## config.mk

```make
export PLATFORM = sky130hd
export DESIGN_NAME = dfs_top
export DESIGN_NICKNAME = d
export VERILOG_FILES = /design/src/rtl/dfs_pkg.sv /design/src/rtl/dfs_frame_build.sv /design/src/rtl/dfs_byte_shifter.sv /design/src/rtl/dfs_ctrl.sv /design/src/rtl/dfs_top.sv
export SDC_FILE = /design/constraint.sdc
export NUM_CORES = 1
export LEC_CHECK = 0
export ABC_AREA = 1
export BUFFER_PORTS_ARGS = -buffer_cell sky130_fd_sc_hd__buf_2
export CAP_MARGIN = 20
export CORE_ASPECT_RATIO = 2
export CORE_MARGIN = 4
export CORE_UTILIZATION = 61
export CTS_BUF_LIST = sky130_fd_sc_hd__clkbuf_4 sky130_fd_sc_hd__clkbuf_8
export CTS_CLUSTER_DIAMETER = 200
export DETAILED_ROUTE_END_ITERATION = 10
export PLACE_DENSITY = 0.88
export SLEW_MARGIN = 10
export SYNTH_ARGS = -nofsm -noshare
export SYNTH_HDL_FRONTEND = slang
export SYNTH_SLANG_ARGS = --single-unit
```

## constraint.sdc

```tcl
create_clock -name clk -period 2.4 [get_ports clk]
set_clock_uncertainty 0.2 [all_clocks]
set_input_delay 0.36 -clock clk [delete_from_list [all_inputs] [get_ports clk]]
set_output_delay 0.36 -clock clk [all_outputs]
set_load 0.1 [all_outputs]
```

## src/rtl/dfs_pkg.sv

```systemverilog
package dfs_pkg;

    typedef enum logic [2:0] {
        ST_IDLE,
        ST_SETUP,
        ST_LOW,
        ST_HIGH,
        ST_GAP
    } dfs_state_e;

    typedef enum logic {
        MODE_EXACT  = 1'b0,
        MODE_PADDED = 1'b1
    } dfs_mode_e;

    function automatic int dfs_max3(input int a, input int b, input int c);
        int m;
        m = (a > b) ? a : b;
        return (m > c) ? m : c;
    endfunction

endpackage

```

## src/rtl/dfs_frame_build.sv

```systemverilog
module dfs_frame_build #(
    parameter int PAY_W    = 34,
    parameter int FRAME_W  = 40
) (
    input  logic [PAY_W-1:0]   image_i,
    output logic [FRAME_W-1:0] frame_o
);
    // Stream order is MSB first: start bit, then image[0] .. image[PAY_W-1], then zeros.
    localparam int PAD_W = FRAME_W - PAY_W - 1;

    assign frame_o[FRAME_W-1] = 1'b1;

    for (genvar i = 0; i < PAY_W; i++) begin : g_pay
        assign frame_o[FRAME_W-2-i] = image_i[i];
    end

    for (genvar j = 0; j < PAD_W; j++) begin : g_pad
        assign frame_o[j] = 1'b0;
    end

endmodule

```

## src/rtl/dfs_byte_shifter.sv

```systemverilog
module dfs_byte_shifter #(
    parameter int FRAME_BYTES = 5
) (
    input  logic                     clk,
    input  logic                     rst_n,
    input  logic                     cap_i,
    input  logic                     adv_i,
    input  logic [FRAME_BYTES*8-1:0] frame_i,
    output logic                     bit_o
);
    localparam int FW = FRAME_BYTES * 8;
    localparam int IW = (FRAME_BYTES > 1) ? $clog2(FRAME_BYTES) : 1;

    logic [FW-1:0] frame_q;
    logic [7:0]    bytes [FRAME_BYTES];
    logic [7:0]    byte_q;
    logic [2:0]    bit_idx_q;
    logic [IW-1:0] byte_idx_q;
    logic [IW-1:0] byte_nxt;
    logic          last_byte;

    // Slice the held frame into whole bytes, byte 0 first on the wire.
    for (genvar k = 0; k < FRAME_BYTES; k++) begin : g_bytes
        assign bytes[k] = frame_q[FW-1-8*k -: 8];
    end

    assign last_byte = (byte_idx_q == IW'(FRAME_BYTES-1));
    assign byte_nxt  = last_byte ? byte_idx_q : byte_idx_q + IW'(1);

    always_ff @(posedge clk or negedge rst_n) begin
        if (!rst_n) begin
            frame_q    <= '0;
            byte_q     <= '0;
            bit_idx_q  <= '0;
            byte_idx_q <= '0;
        end else if (cap_i) begin
            frame_q    <= frame_i;
            byte_q     <= frame_i[FW-1 -: 8];
            bit_idx_q  <= '0;
            byte_idx_q <= '0;
        end else if (adv_i) begin
            if (bit_idx_q == 3'd7) begin
                byte_q     <= last_byte ? 8'h00 : bytes[byte_nxt];
                byte_idx_q <= byte_nxt;
                bit_idx_q  <= '0;
            end else begin
                byte_q    <= {byte_q[6:0], 1'b0};
                bit_idx_q <= bit_idx_q + 3'd1;
            end
        end
    end

    assign bit_o = byte_q[7];

    // a byte reload happens only once all eight bits of the current byte are out
    a_r11_byte_whole: assert property (@(posedge clk) disable iff (!rst_n)
        (adv_i && !cap_i && bit_idx_q != 3'd7) |=> $stable(byte_idx_q));

    a_r11_bit_wrap: assert property (@(posedge clk) disable iff (!rst_n)
        (adv_i && !cap_i && bit_idx_q == 3'd7) |=> (bit_idx_q == 3'd0));

endmodule

```

## src/rtl/dfs_ctrl.sv

```systemverilog
module dfs_ctrl
    import dfs_pkg::*;
#(
    parameter int DIV       = 4,
    parameter int SETUP_CYC = 20,
    parameter int GAP_CYC   = 4000000,
    parameter int EXACT_LEN = 36,
    parameter int PAD_LEN   = 40
) (
    input  logic clk,
    input  logic rst_n,
    input  logic start_i,
    input  logic mode_i,
    input  logic bit_i,
    output logic cap_o,
    output logic adv_o,
    output logic busy_o,
    output logic en_n_o,
    output logic sclk_o,
    output logic sdat_o
);
    localparam int MAXC = dfs_max3(DIV, SETUP_CYC, GAP_CYC);
    localparam int CW   = $clog2(MAXC + 1);
    localparam int BW   = $clog2(PAD_LEN + 1);

    dfs_state_e    state_q, state_d;
    logic [CW-1:0] cnt_q;
    logic [CW-1:0] lim;
    logic [BW-1:0] bit_q;
    dfs_mode_e     mode_q;
    logic          phase_end;
    logic          last_bit;

    always_comb begin
        unique case (state_q)
            ST_SETUP: lim = CW'(SETUP_CYC - 1);
            ST_LOW:   lim = CW'(DIV - 1);
            ST_HIGH:  lim = CW'(DIV - 1);
            ST_GAP:   lim = CW'(GAP_CYC - 1);
            default:  lim = '0;
        endcase
    end

    assign phase_end = (cnt_q == lim);
    assign last_bit  = (mode_q == MODE_PADDED) ? (bit_q == BW'(PAD_LEN - 1))
                                               : (bit_q == BW'(EXACT_LEN - 1));
    assign cap_o = (state_q == ST_IDLE) && start_i;
    assign adv_o = (state_q == ST_HIGH) && phase_end && !last_bit;

    // next-state logic
    always_comb begin
        state_d = state_q;
        unique case (state_q)
            ST_IDLE:  if (start_i)   state_d = ST_SETUP;
            ST_SETUP: if (phase_end) state_d = ST_LOW;
            ST_LOW:   if (phase_end) state_d = ST_HIGH;
            ST_HIGH:  if (phase_end) state_d = last_bit ? ST_GAP : ST_LOW;
            ST_GAP:   if (phase_end) state_d = ST_IDLE;
            default:                 state_d = ST_IDLE;
        endcase
    end

    // state register and phase counters
    always_ff @(posedge clk or negedge rst_n) begin
        if (!rst_n) begin
            state_q <= ST_IDLE;
            cnt_q   <= '0;
            bit_q   <= '0;
            mode_q  <= MODE_EXACT;
        end else begin
            state_q <= state_d;
            if (state_d != state_q || state_q == ST_IDLE) begin
                cnt_q <= '0;
            end else begin
                cnt_q <= cnt_q + CW'(1);
            end
            if (cap_o) begin
                bit_q  <= '0;
                mode_q <= dfs_mode_e'(mode_i);
            end else if (adv_o) begin
                bit_q <= bit_q + BW'(1);
            end
        end
    end

    // output decode
    always_comb begin
        busy_o = 1'b1;
        en_n_o = 1'b1;
        sclk_o = 1'b0;
        sdat_o = 1'b0;
        unique case (state_q)
            ST_IDLE:  busy_o = 1'b0;
            ST_SETUP: en_n_o = 1'b0;
            ST_LOW: begin
                en_n_o = 1'b0;
                sdat_o = bit_i;
            end
            ST_HIGH: begin
                en_n_o = 1'b0;
                sclk_o = 1'b1;
                sdat_o = bit_i;
            end
            ST_GAP:   en_n_o = 1'b1;
            default:  busy_o = 1'b0;
        endcase
    end

    // data line quiet while the display is disabled
    a_r10_idle_data_low: assert property (@(posedge clk) disable iff (!rst_n)
        en_n_o |-> !sdat_o);

    // no clock while enable is high
    a_r6_clk_gated: assert property (@(posedge clk) disable iff (!rst_n)
        en_n_o |-> !sclk_o);

    // data holds while the clock is high
    a_r7_data_stable: assert property (@(posedge clk) disable iff (!rst_n)
        sclk_o |-> $stable(sdat_o));

    // busy only rises in response to a strobe
    a_r8_busy_cause: assert property (@(posedge clk) disable iff (!rst_n)
        $rose(busy_o) |-> $past(start_i));

    // enable falls with the clock low and the bit counter at the start bit
    a_r5_enable_first: assert property (@(posedge clk) disable iff (!rst_n)
        $fell(en_n_o) |-> (!sclk_o && bit_q == '0));

    // a strobe during a frame does not rewind the bit counter
    a_r9_no_restart: assert property (@(posedge clk) disable iff (!rst_n)
        (busy_o && start_i && state_q == ST_LOW) |=> $stable(bit_q));

endmodule

```

## src/rtl/dfs_top.sv

```systemverilog
module dfs_top #(
    parameter int PAY_W     = 34,
    parameter int DIV       = 4,
    parameter int SETUP_CYC = 20,
    parameter int GAP_CYC   = 4000000
) (
    input  logic             clk,
    input  logic             rst_n,
    input  logic             start,
    input  logic             mode,
    input  logic [PAY_W-1:0] image,
    output logic             busy,
    output logic             disp_en_n,
    output logic             ser_clk,
    output logic             ser_dat
);
    localparam int EXACT_LEN   = PAY_W + 2;
    localparam int FRAME_BYTES = (EXACT_LEN + 7) / 8;
    localparam int PAD_LEN     = FRAME_BYTES * 8;

    logic [PAD_LEN-1:0] frame;
    logic               cap;
    logic               adv;
    logic               cur_bit;

    dfs_frame_build #(
        .PAY_W   (PAY_W),
        .FRAME_W (PAD_LEN)
    ) u_build (
        .image_i (image),
        .frame_o (frame)
    );

    dfs_byte_shifter #(
        .FRAME_BYTES (FRAME_BYTES)
    ) u_shift (
        .clk     (clk),
        .rst_n   (rst_n),
        .cap_i   (cap),
        .adv_i   (adv),
        .frame_i (frame),
        .bit_o   (cur_bit)
    );

    dfs_ctrl #(
        .DIV       (DIV),
        .SETUP_CYC (SETUP_CYC),
        .GAP_CYC   (GAP_CYC),
        .EXACT_LEN (EXACT_LEN),
        .PAD_LEN   (PAD_LEN)
    ) u_ctrl (
        .clk     (clk),
        .rst_n   (rst_n),
        .start_i (start),
        .mode_i  (mode),
        .bit_i   (cur_bit),
        .cap_o   (cap),
        .adv_o   (adv),
        .busy_o  (busy),
        .en_n_o  (disp_en_n),
        .sclk_o  (ser_clk),
        .sdat_o  (ser_dat)
    );

endmodule

```

==> results of run 1 <==
[metrics by stage]
| step | hold slack (ps) | cells | worst slack (ps) | area [um^2] |
|---|---|---|---|---|
| after global routing | 40.5 | 694 | -36.5 | 5040 |
| final | 21.5 | 694 | 95.9 | 5040 |
| after global placement | 174 | 649 | 151 | 4480 |
| after CTS | 1.37 | 688 | 44.6 | 4940 |
| after floorplan | -136 | 525 | 14.8 | 4160 |
| after detailed placement | 176 | 649 | 28.3 | 4480 |
[per-layer routing]
metal | wire, um | vias up | global-route usage (%)
met5 | 0 | - | 0
met4 | 565 | 0 | 15.0
met3 | 531 | 52 | 4.69
met2 | 5920 | 181 | 49.8
met1 | 3810 | 1875 | 31.0
li1 | - | 1811 | -
[worst max-delay path, stage by stage (launching register included)]
cell and delay (ps):
dfrtp_1 430, inv_2 140, ha_1 220, nand2_4 110, o21ai_2 200, buf_4 220
o21ai_0 150, o22ai_1 230, nand2_1 100, nand3_1 110, nand2_1 50, o21ai_0 70
[how the worst max path moves through the flow]
stage	start	end	cells after the start	slack, ps
after floorplan	u_ctrl.state_q[1]	u_ctrl.cnt_q[4]	14	10
after global placement	u_shift.byte_idx_q[0]	u_shift.byte_q[5]	12	150
after detailed placement	u_shift.byte_idx_q[0]	u_shift.byte_q[5]	12	30
after CTS	u_shift.byte_idx_q[0]	u_shift.byte_q[5]	12	40
after global routing	u_ctrl.cnt_q[15]	u_ctrl.cnt_q[6]	12	-40
final	u_shift.byte_idx_q[0]	u_shift.byte_q[1]	11	100
[state kept, by name, summed over array words and instances, names as in the netlist]
signal              cells
u_shift.bit_idx_q       3
u_ctrl.cnt_q           22
u_ctrl.mode_q           1
u_ctrl.state_q          3
u_shift.byte_idx_q      3
u_ctrl.bit_q            6
u_shift.bytes          35
u_shift.byte_q          8
[layout make-up]
class | count | area share (%)
Inverter | 50 | 3.72
Tap cell | 88 | 2.19
Clock inverter | 2 | 0.695
Sequential cell | 81 | 40.3
Clock buffer | 14 | 3.58
Multi-Input combinational cell | 379 | 38.2
Timing Repair Buffer | 80 | 11.4
[placed cells by master (no fill, tap or decap), types with 2 or more instances in the layout]
cell	instances
a21oi_1	9
buf_2	40
buf_4	15
clkbuf_4	2
clkbuf_8	12
dfrtp_1	80
dlygate4sd3_1	23
ha_1	6
inv_1	43
inv_2	7
nand2_1	164
nand2_4	5
nand3_1	36
nand4_1	5
nor2_1	61
nor2_4	3
nor3_1	6
o211ai_1	5
o21ai_0	30
o21ai_1	4
o221ai_1	2
o22ai_1	3
o31ai_1	2
or2_2	3
xnor2_1	5
xor2_1	20
[kinds of logic (layout without fill, tap and decap cells)]
logic type / after synthesis / after routing / synth area share [%]
simple gates: 289 / 289 / 29.4
flops: 81 / 81 / 48.9
fa+ha+maj: 6 / 6 / 1.81
buf+inv: 65 / 146 / 6.55
compound gates: 58 / 58 / 7.85
xor+xnor: 26 / 26 / 5.49
[power groups by stage]
| stage | logic, mW | clock network (mW) | registers [mW] |
|---|---|---|---|
| after floorplan | 0.000000864 | 0 | 1.39 |
| after global placement | 0.0597 | 0 | 1.39 |
| after detailed placement | 0.0612 | 0 | 1.39 |
| after CTS | 0.0894 | 1.08 | 1.36 |
| after global routing | 0.102 | 1.14 | 1.36 |
| final | 0.0903 | 1.07 | 1.36 |
[timing repair]
item	CTS	global route
hold buffers	23	0
setup endpoints to repair	1	36
pin swaps	0	3
setup buffers	0	6
endpoints found under the hold margin	61	0
resized for setup	2	14
==> impl_metrics.json, run 1 <==
{
  "status": "finished, final reports clean",
  "drv_cap": 0,
  "dieArea_um2": 8260,
  "netlist_area_um2": 4150,
  "async_flop_share_pct": 100,
  "ff_latch_area_um2": 2030,
  "slew_headroom_pct": 64.9,
  "initial_core_util_pct": 62.6,
  "synth-main-ff-cell": "dfrtp_1",
  "switchingPower_mw": 0.525,
  "drt-initial-drc-count": 305,
  "period_needed_ps": 2300,
  "placementRows": 42,
  "htreeDepth": 3,
  "synthMostInstantiatedCell": "nand2_1",
  "cp_data_arrival_time_ps": 2380,
  "clockBufferDepth": 2,
  "post-synth-top-area-cell": "dfrtp_1",
  "reg2reg_depth": 11,
  "total_power_mw": 2.53,
  "synth_area_leaders": "dfrtp_1, nand2_1, nor2_1",
  "worstHoldPathCells": 3,
  "io_pins": 42,
  "nFillCells": 450,
  "cts_tree": "built",
  "drt.antenna.violating_nets": 0,
  "syn_area_per_cell_um2": 7.90,
  "numCtsBuffers": 9,
  "critPathCaptureType": "flip-flop",
  "clockRootBuffer": "clkbuf_8",
  "ys_types": 30,
  "antenna_found_initial": 0,
  "hold_violations": 0,
  "drc_errors": 0,
  "power_leakage_nw": 2.60,
  "finalCritPeriodShare_pct": 96.0,
  "first_pass_iters": 5,
  "grt_pass1_vias": 4037,
  "rr_endpoint": "u_shift.byte_q[1]",
  "crit_type": "flip-flop to flip-flop",
  "p_sw_share_pct": 20.8,
  "hold_class": "input port to flip-flop",
  "intPower_mw": 2.00,
  "final_util_pct": 76.1,
  "synthesis.nets": 569,
  "power_frac_comb_pct": 3.6,
  "grt_pass1_wl_um": 18000,
  "wire_per_inst_um": 15.6,
  "path_clk_slew_ps": 80,
  "p_per_area_nw_per_um2": 501,
  "multiInputGateArea_um2": 1920,
  "cts_num_sinks": 81,
  "yosysWarnings": 0,
  "coreArea_um2": 6620,
  "dp_hpwl_um": 6960,
  "drv_slew": 0,
  "fmax_ghz": 0.434,
  "crit_fanout": 12,
  "seq_area_frac_synth_pct": 48.9,
  "area_growth_pct": 21.6,
  "fp.dieW_um": 66.3,
  "ys_seq_elements": 81,
  "io_buffers": 41,
  "synth.top_cells.by_count": "nand2_1, dfrtp_1, nor2_1, inv_1, nand3_1",
  "clock_latency_ps": 360,
  "r2r_slack_ps": 100,
  "vdd_drop_max_mv": 0.498,
  "routed_wl_um": 10800,
  "synth_top_area_share_pct": 48.9,
  "die_h_um": 125,
  "worstHoldStart": "image[7]",
  "syn_inst": 525,
  "vias": 3919,
  "start_kind": "flip-flop",
  "diodes": 0,
  "routed_via_density": 5.65,
  "required_ps": 2480,
  "hold_end": "u_shift.bytes[31]",
  "grtUsageTotal_pct": 28.2,
  "grt_max_degree": 43,
  "nets": 645,
  "setup_violations": 0,
  "p_seq_share_pct": 54.0,
  "synth_edf_count": 0,
  "setup-tns-final_ps": 0,
  "grt_overflow_total": 0,
  "r2r_start": "u_shift.byte_idx_q[0]",
  "gp_congestion": 0.842,
  "worst_pin_slew_ps": 526,
  "clock_power_share_pct": 42.4,
  "drive_gt1_share_pct": 16.5
}
Note: power is estimated with default switching activity, not from simulation.
==> run 2: changes to the inputs <==
CORE_UTILIZATION = 66   (was 61)
CTS_CLUSTER_SIZE = 8   (was unset)
HOLD_SLACK_MARGIN = 0.05   (was unset)
PLACE_DENSITY = 0.94   (was 0.88)
clock period = 2.9 ns   (was 2.4 ns; I/O delays follow)
==> run 2 against run 1 <==
Effect of this change:
- clock power shrank 9.8%
- count of clock-buffer cells in the layout shrank 5
- core utilization grew 0.95 points
- largest cell class unchanged
- highest routed layer unchanged
==> impl_metrics.json, run 2 (synthesis results as in run 1) <==
{
  "slowest_stage": "dfrtp_1",
  "finalNonFillerCells": 657,
  "diodes": 0,
  "dp_hpwl_um": 6680,
  "slew_headroom_pct": 33.1,
  "grt_pass1_wl_um": 16200,
  "hold_violations": 0,
  "crit_chain": "nor2_2 -> nand2_2 -> inv_2 -> o21ai_0 -> nor2_1 -> nand2_2 -> nand2_1 -> nand3_1 -> nand2_1 -> nand2_1 -> nand2_2 -> nor2_1",
  "coreArea_um2": 6060,
  "period_needed_ps": 2450,
  "drv_cap": 0,
  "htreeDepth": 3,
  "power_leakage_nw": 2.43,
  "cts_num_sinks": 81,
  "dp_cells": 640,
  "ff_latch_area_um2": 2030,
  "routed_via_density": 5.53,
  "required_ps": 2940,
  "nFillCells": 419,
  "drt-initial-drc-count": 222,
  "cts_setup_buffers": 0,
  "grt_max_degree": 82,
  "gp_congestion": 0.869,
  "setup_violations": 0,
  "final_util_pct": 77.0,
  "place_area_um2": 4410,
  "start_kind": "flip-flop",
  "r2r_slack_ps": 450,
  "rsz0062_at_grt": "no",
  "vias": 3634,
  "power_frac_comb_pct": 2.2,
  "placementRows": 40,
  "grtUsageTotal_pct": 27.1,
  "clockRootBuffer": "clkbuf_8",
  "drc_errors": 0,
  "switchingPower_mw": 0.430,
  "status": "finished, final reports clean",
  "antenna_found_initial": 0,
  "p_sw_share_pct": 20.1,
  "rr_endpoint": "u_ctrl.cnt_q[10]",
  "grt_pass1_vias": 3712,
  "largest_reg_flops": 35,
  "nets": 613,
  "multiInputGateArea_um2": 1850,
  "dieArea_um2": 7690,
  "cp_data_arrival_time_ps": 2480,
  "grt_overflow_total": 0,
  "first_pass_iters": 5,
  "worst_pin_slew_ps": 1000,
  "fp.dieW_um": 64.0,
  "final_cell_mix": "nand2_1, dfrtp_1, nor2_1",
  "clockBufferDepth": 2,
  "area_growth_pct": 12.6,
  "path_clk_slew_ps": 80,
  "routed_wl_um": 9470,
  "fin_area_um2": 4670,
  "critPathCaptureType": "flip-flop",
  "clock_power_share_pct": 45.1,
  "cts_tree": "built",
  "clock_latency_ps": 360,
  "hold_class": "input port to async pin",
  "intPower_mw": 1.71,
  "drive_gt1_share_pct": 14.0,
  "p_per_area_nw_per_um2": 459,
  "layout_commonest_cell": "nand2_1",
  "numCtsBuffers": 9,
  "cpPeakStageDelay_ps": 460,
  "io_pins": 42,
  "r2r_start": "u_ctrl.state_q[0]",
  "fmax_ghz": 0.409,
  "drv_slew": 0,
  "drt.antenna.violating_nets": 0,
  "initial_core_util_pct": 68.5,
  "crit_fanout": 22,
  "wire_per_inst_um": 14.4,
  "vdd_drop_max_mv": 0.518,
  "reg2reg_depth": 12,
  "finalCritPeriodShare_pct": 84.3,
  "setup-tns-final_ps": 0,
  "io_buffers": 41,
  "crit_type": "flip-flop to flip-flop",
  "die_h_um": 120,
  "p_seq_share_pct": 52.7
}
run 2: per-stage QoR:
step                      setup WS [ps]  power [mW]  hold WS, ps
after floorplan                     166        1.15        -60.6
after global placement              632        1.20          255
after detailed placement            514        1.20          256
after CTS                           489        2.15         51.1
after global routing                261        2.22         55.9
final                               454        2.14         27.2
run 2: worst max-delay path by stage:
stage	endpoint	depth (start not counted)	start
after floorplan	u_ctrl.cnt_q[4]	14	u_ctrl.state_q[1]
after CTS	u_ctrl.cnt_q[10]	14	u_ctrl.state_q[0]
after global placement	u_ctrl.cnt_q[14]	14	u_ctrl.state_q[0]
after detailed placement	u_ctrl.cnt_q[10]	14	u_ctrl.state_q[0]
after global routing	u_ctrl.cnt_q[10]	12	u_ctrl.state_q[0]
final	u_ctrl.cnt_q[10]	12	u_ctrl.state_q[0]
run 2: cell type report:
cell class	count	share of cell area [%]
Clock buffer	9	2.65
Multi-Input combinational cell	379	39.6
Timing Repair Buffer	48	5.69
Sequential cell	81	43.4
Inverter	50	4.02
Tap cell	84	2.25
Clock inverter	6	2.31
run 2: worst max-delay path, delay by kind of cell, from the launching register on:
kind	cells	cell delay [ps]
AOI/OAI and AO/OA	1	90
and+or+nand+nor	10	1450
DFF	1	460
buffers and inverters	1	120
run 2: power groups by stage:
stage            logic, mW  clock network, mW  registers, mW
6_report            0.0469              0.965           1.13
2_1_floorplan  0.000000909                  0           1.15
4_1_cts             0.0483              0.974           1.13
5_1_grt             0.0548               1.04           1.13
3_3_place_gp        0.0455                  0           1.15
3_5_place_dp        0.0462                  0           1.15
run 2: metal layers:
| metal | track usage [%] | vias up | routed length, um |
|---|---|---|---|
| met4 | 17.1 | 0 | 415 |
| li1 | - | 1747 | - |
| met5 | 0 | - | 0 |
| met1 | 26.5 | 1726 | 3260 |
| met3 | 6.27 | 35 | 418 |
| met2 | 49.2 | 126 | 5380 |
run 2: timing repair:
| action | CTS | global route |
|---|---|---|
| endpoints found under the hold margin | 2 | 0 |
| hold buffers | 2 | 0 |
| resized for setup | 0 | 0 |
==> run 3: changes to the inputs <==
CORE_UTILIZATION = 61   (was 66)
PLACE_DENSITY = 0.88   (was 0.94)
clock period = 2.28 ns   (was 2.9 ns; I/O delays follow)
==> run 3 against run 2 <==
Effect of this change:
- the flow now finishes with violations (setup timing)
- first-iteration DRC count increased by 140%
- fmax up 5.4%
- non-clock buffer count grew 66
- die area rose by 7.4%
- via count is 20% higher
- flip-flop and latch count unchanged
- setup slack worse by 490 ps
- critical endpoint is now u_ctrl.cnt_q[16]
==> impl_metrics.json, run 3 (synthesis results as in run 1) <==
{
  "status": "complete, but fails checks",
  "violations": "setup timing",
  "placementRows": 42,
  "clockRootBuffer": "clkbuf_8",
  "hold_class": "input port to flip-flop",
  "grt_pass1_wl_um": 20700,
  "largest_reg_flops": 35,
  "critPathCaptureType": "flip-flop",
  "nets": 680,
  "antenna_found_initial": 0,
  "io_buffers": 41,
  "path_clk_slew_ps": 80,
  "rsz0062_at_grt": "yes",
  "cts_tree": "built",
  "final_cell_mix": "nand2_1, dfrtp_1, nor2_1",
  "worst_pin_slew_ps": 487,
  "slew_headroom_pct": 67.8,
  "area_growth_pct": 33.4,
  "crit_chain": "nor2_4 -> nand2_4 -> inv_4 -> nand3_1 -> nand2_1 -> inv_1 -> nor2_4 -> nand2_4 -> nand2_2 -> nand3_2 -> nand2_2 -> nand2_2 -> nand2_4 -> clkbuf_16 -> nor2_1",
  "crit_fanout": 7,
  "fin_area_um2": 5530,
  "drive_gt1_share_pct": 22.9,
  "fmax_ghz": 0.431,
  "power_leakage_nw": 2.80,
  "cpPeakStageDelay_ps": 470,
  "crit_type": "flip-flop to flip-flop",
  "finalCritPeriodShare_pct": 102,
  "fp.dieW_um": 66.3,
  "nFillCells": 342,
  "routed_via_density": 5.96,
  "slowest_stage": "dfrtp_2",
  "p_per_area_nw_per_um2": 500,
  "drt.antenna.violating_nets": 0,
  "routed_wl_um": 14300,
  "drt-initial-drc-count": 543,
  "first_pass_iters": 6,
  "cp_data_arrival_time_ps": 2380,
  "die_h_um": 125,
  "layout_commonest_cell": "nand2_1",
  "grtUsageTotal_pct": 33.2,
  "io_pins": 42,
  "layout_setup_ws_ps": -39.4,
  "drv_slew": 0,
  "grt_overflow_total": 0,
  "dp_hpwl_um": 7400,
  "vdd_drop_max_mv": 0.489,
  "numCtsBuffers": 9,
  "vias": 4347,
  "initial_core_util_pct": 62.6,
  "setup-tns-final_ps": -403,
  "dieArea_um2": 8260,
  "wire_per_inst_um": 19.6,
  "clockBufferDepth": 2,
  "post-place-ws_ps": -25.7,
  "drc_errors": 0,
  "htreeDepth": 3,
  "required_ps": 2340,
  "period_needed_ps": 2320,
  "cts_num_sinks": 81,
  "diodes": 0,
  "gp_congestion": 0.922,
  "hold_violations": 0,
  "drv_cap": 0,
  "grt_max_degree": 41,
  "coreArea_um2": 6620,
  "final_util_pct": 83.5,
  "setup_violations": 15,
  "start_kind": "flip-flop",
  "place_area_um2": 4580,
  "grt_pass1_vias": 4414,
  "clock_latency_ps": 370
}
==> run 3: cell types whose count changed in the layout (fill, tap and decap cells not counted), sizes merged <==
cell / change
clkbuf: +4
dlygate4sd3: +33
clkinvlp: +2
buf: +31
inv: -1
bufinv: -1
==> run 3: what timing repair did <==
| action | CTS | global route |
|---|---|---|
| gates resized for setup | 6 | 50 |
| hold buffers | 35 | 0 |
| setup endpoints to repair | 25 | 42 |
| hold endpoints to repair | 61 | 0 |
| cloned | 1 | 3 |
| setup buffers | 4 | 12 |
| pin swaps | 1 | 17 |
==> run 3: per-stage QoR <==
stage	hold slack [ps]	instances	total power, mW
global route	153	729	2.83
floorplan	-154	525	1.46
detailed placement	101	658	1.53
global placement	96.0	658	1.53
finish	160	729	2.77
CTS	81.4	714	2.76
==> run 3: routing by layer <==
metal	track usage, %	routed length (um)	vias to the layer above
met5	0	0	-
met4	20.8	1080	0
li1	-	-	1883
met2	58.9	7740	312
met3	6.59	860	104
met1	33.7	4610	2048
==> run 3: layout make-up <==
class | instances | area [um^2] | share of cell area [%]
Sequential cell | 81 | 2030 | 36.7
Timing Repair Buffer | 114 | 921 | 16.7
Inverter | 50 | 201 | 3.64
Timing Repair inverter | 1 | 5.00 | 0.0905
Multi-Input combinational cell | 379 | 2030 | 36.8
Clock inverter | 5 | 77.6 | 1.40
Tap cell | 88 | 110 | 1.99
Clock buffer | 11 | 151 | 2.74
==> run 3: path summary, 6_finish.rpt <==
check,start,end,slack [ps],cells past startpoint
setup / recovery,u_ctrl.state_q[0],u_ctrl.cnt_q[16],-40,15
hold / removal,image[0],u_shift.bytes[38],160,3
setup reg to reg,u_ctrl.state_q[0],u_ctrl.cnt_q[16],-40,15
hold reg to reg,u_shift.bit_idx_q[1],u_shift.bit_idx_q[1],290,2
max in group asynchronous,rst_n,u_shift.bytes[29],1010,3
min in group asynchronous,rst_n,u_ctrl.cnt_q[17],240,2
==> run 3: worst max-delay path, delay by kind of cell, from the launching register on <==
| kind | cells | cell delay [ps] |
|---|---|---|
| buffers and inverters | 3 | 340 |
| DFF | 1 | 470 |
| and+or+nand+nor | 12 | 1170 |
==> run 3: where the power goes <==
group          total (mW)  switching (mW)  internal, mW
Combinational       0.119          0.0524        0.0663
Clock                1.21           0.540         0.673
Sequential           1.43               0          1.43
Total                2.77           0.592          2.17
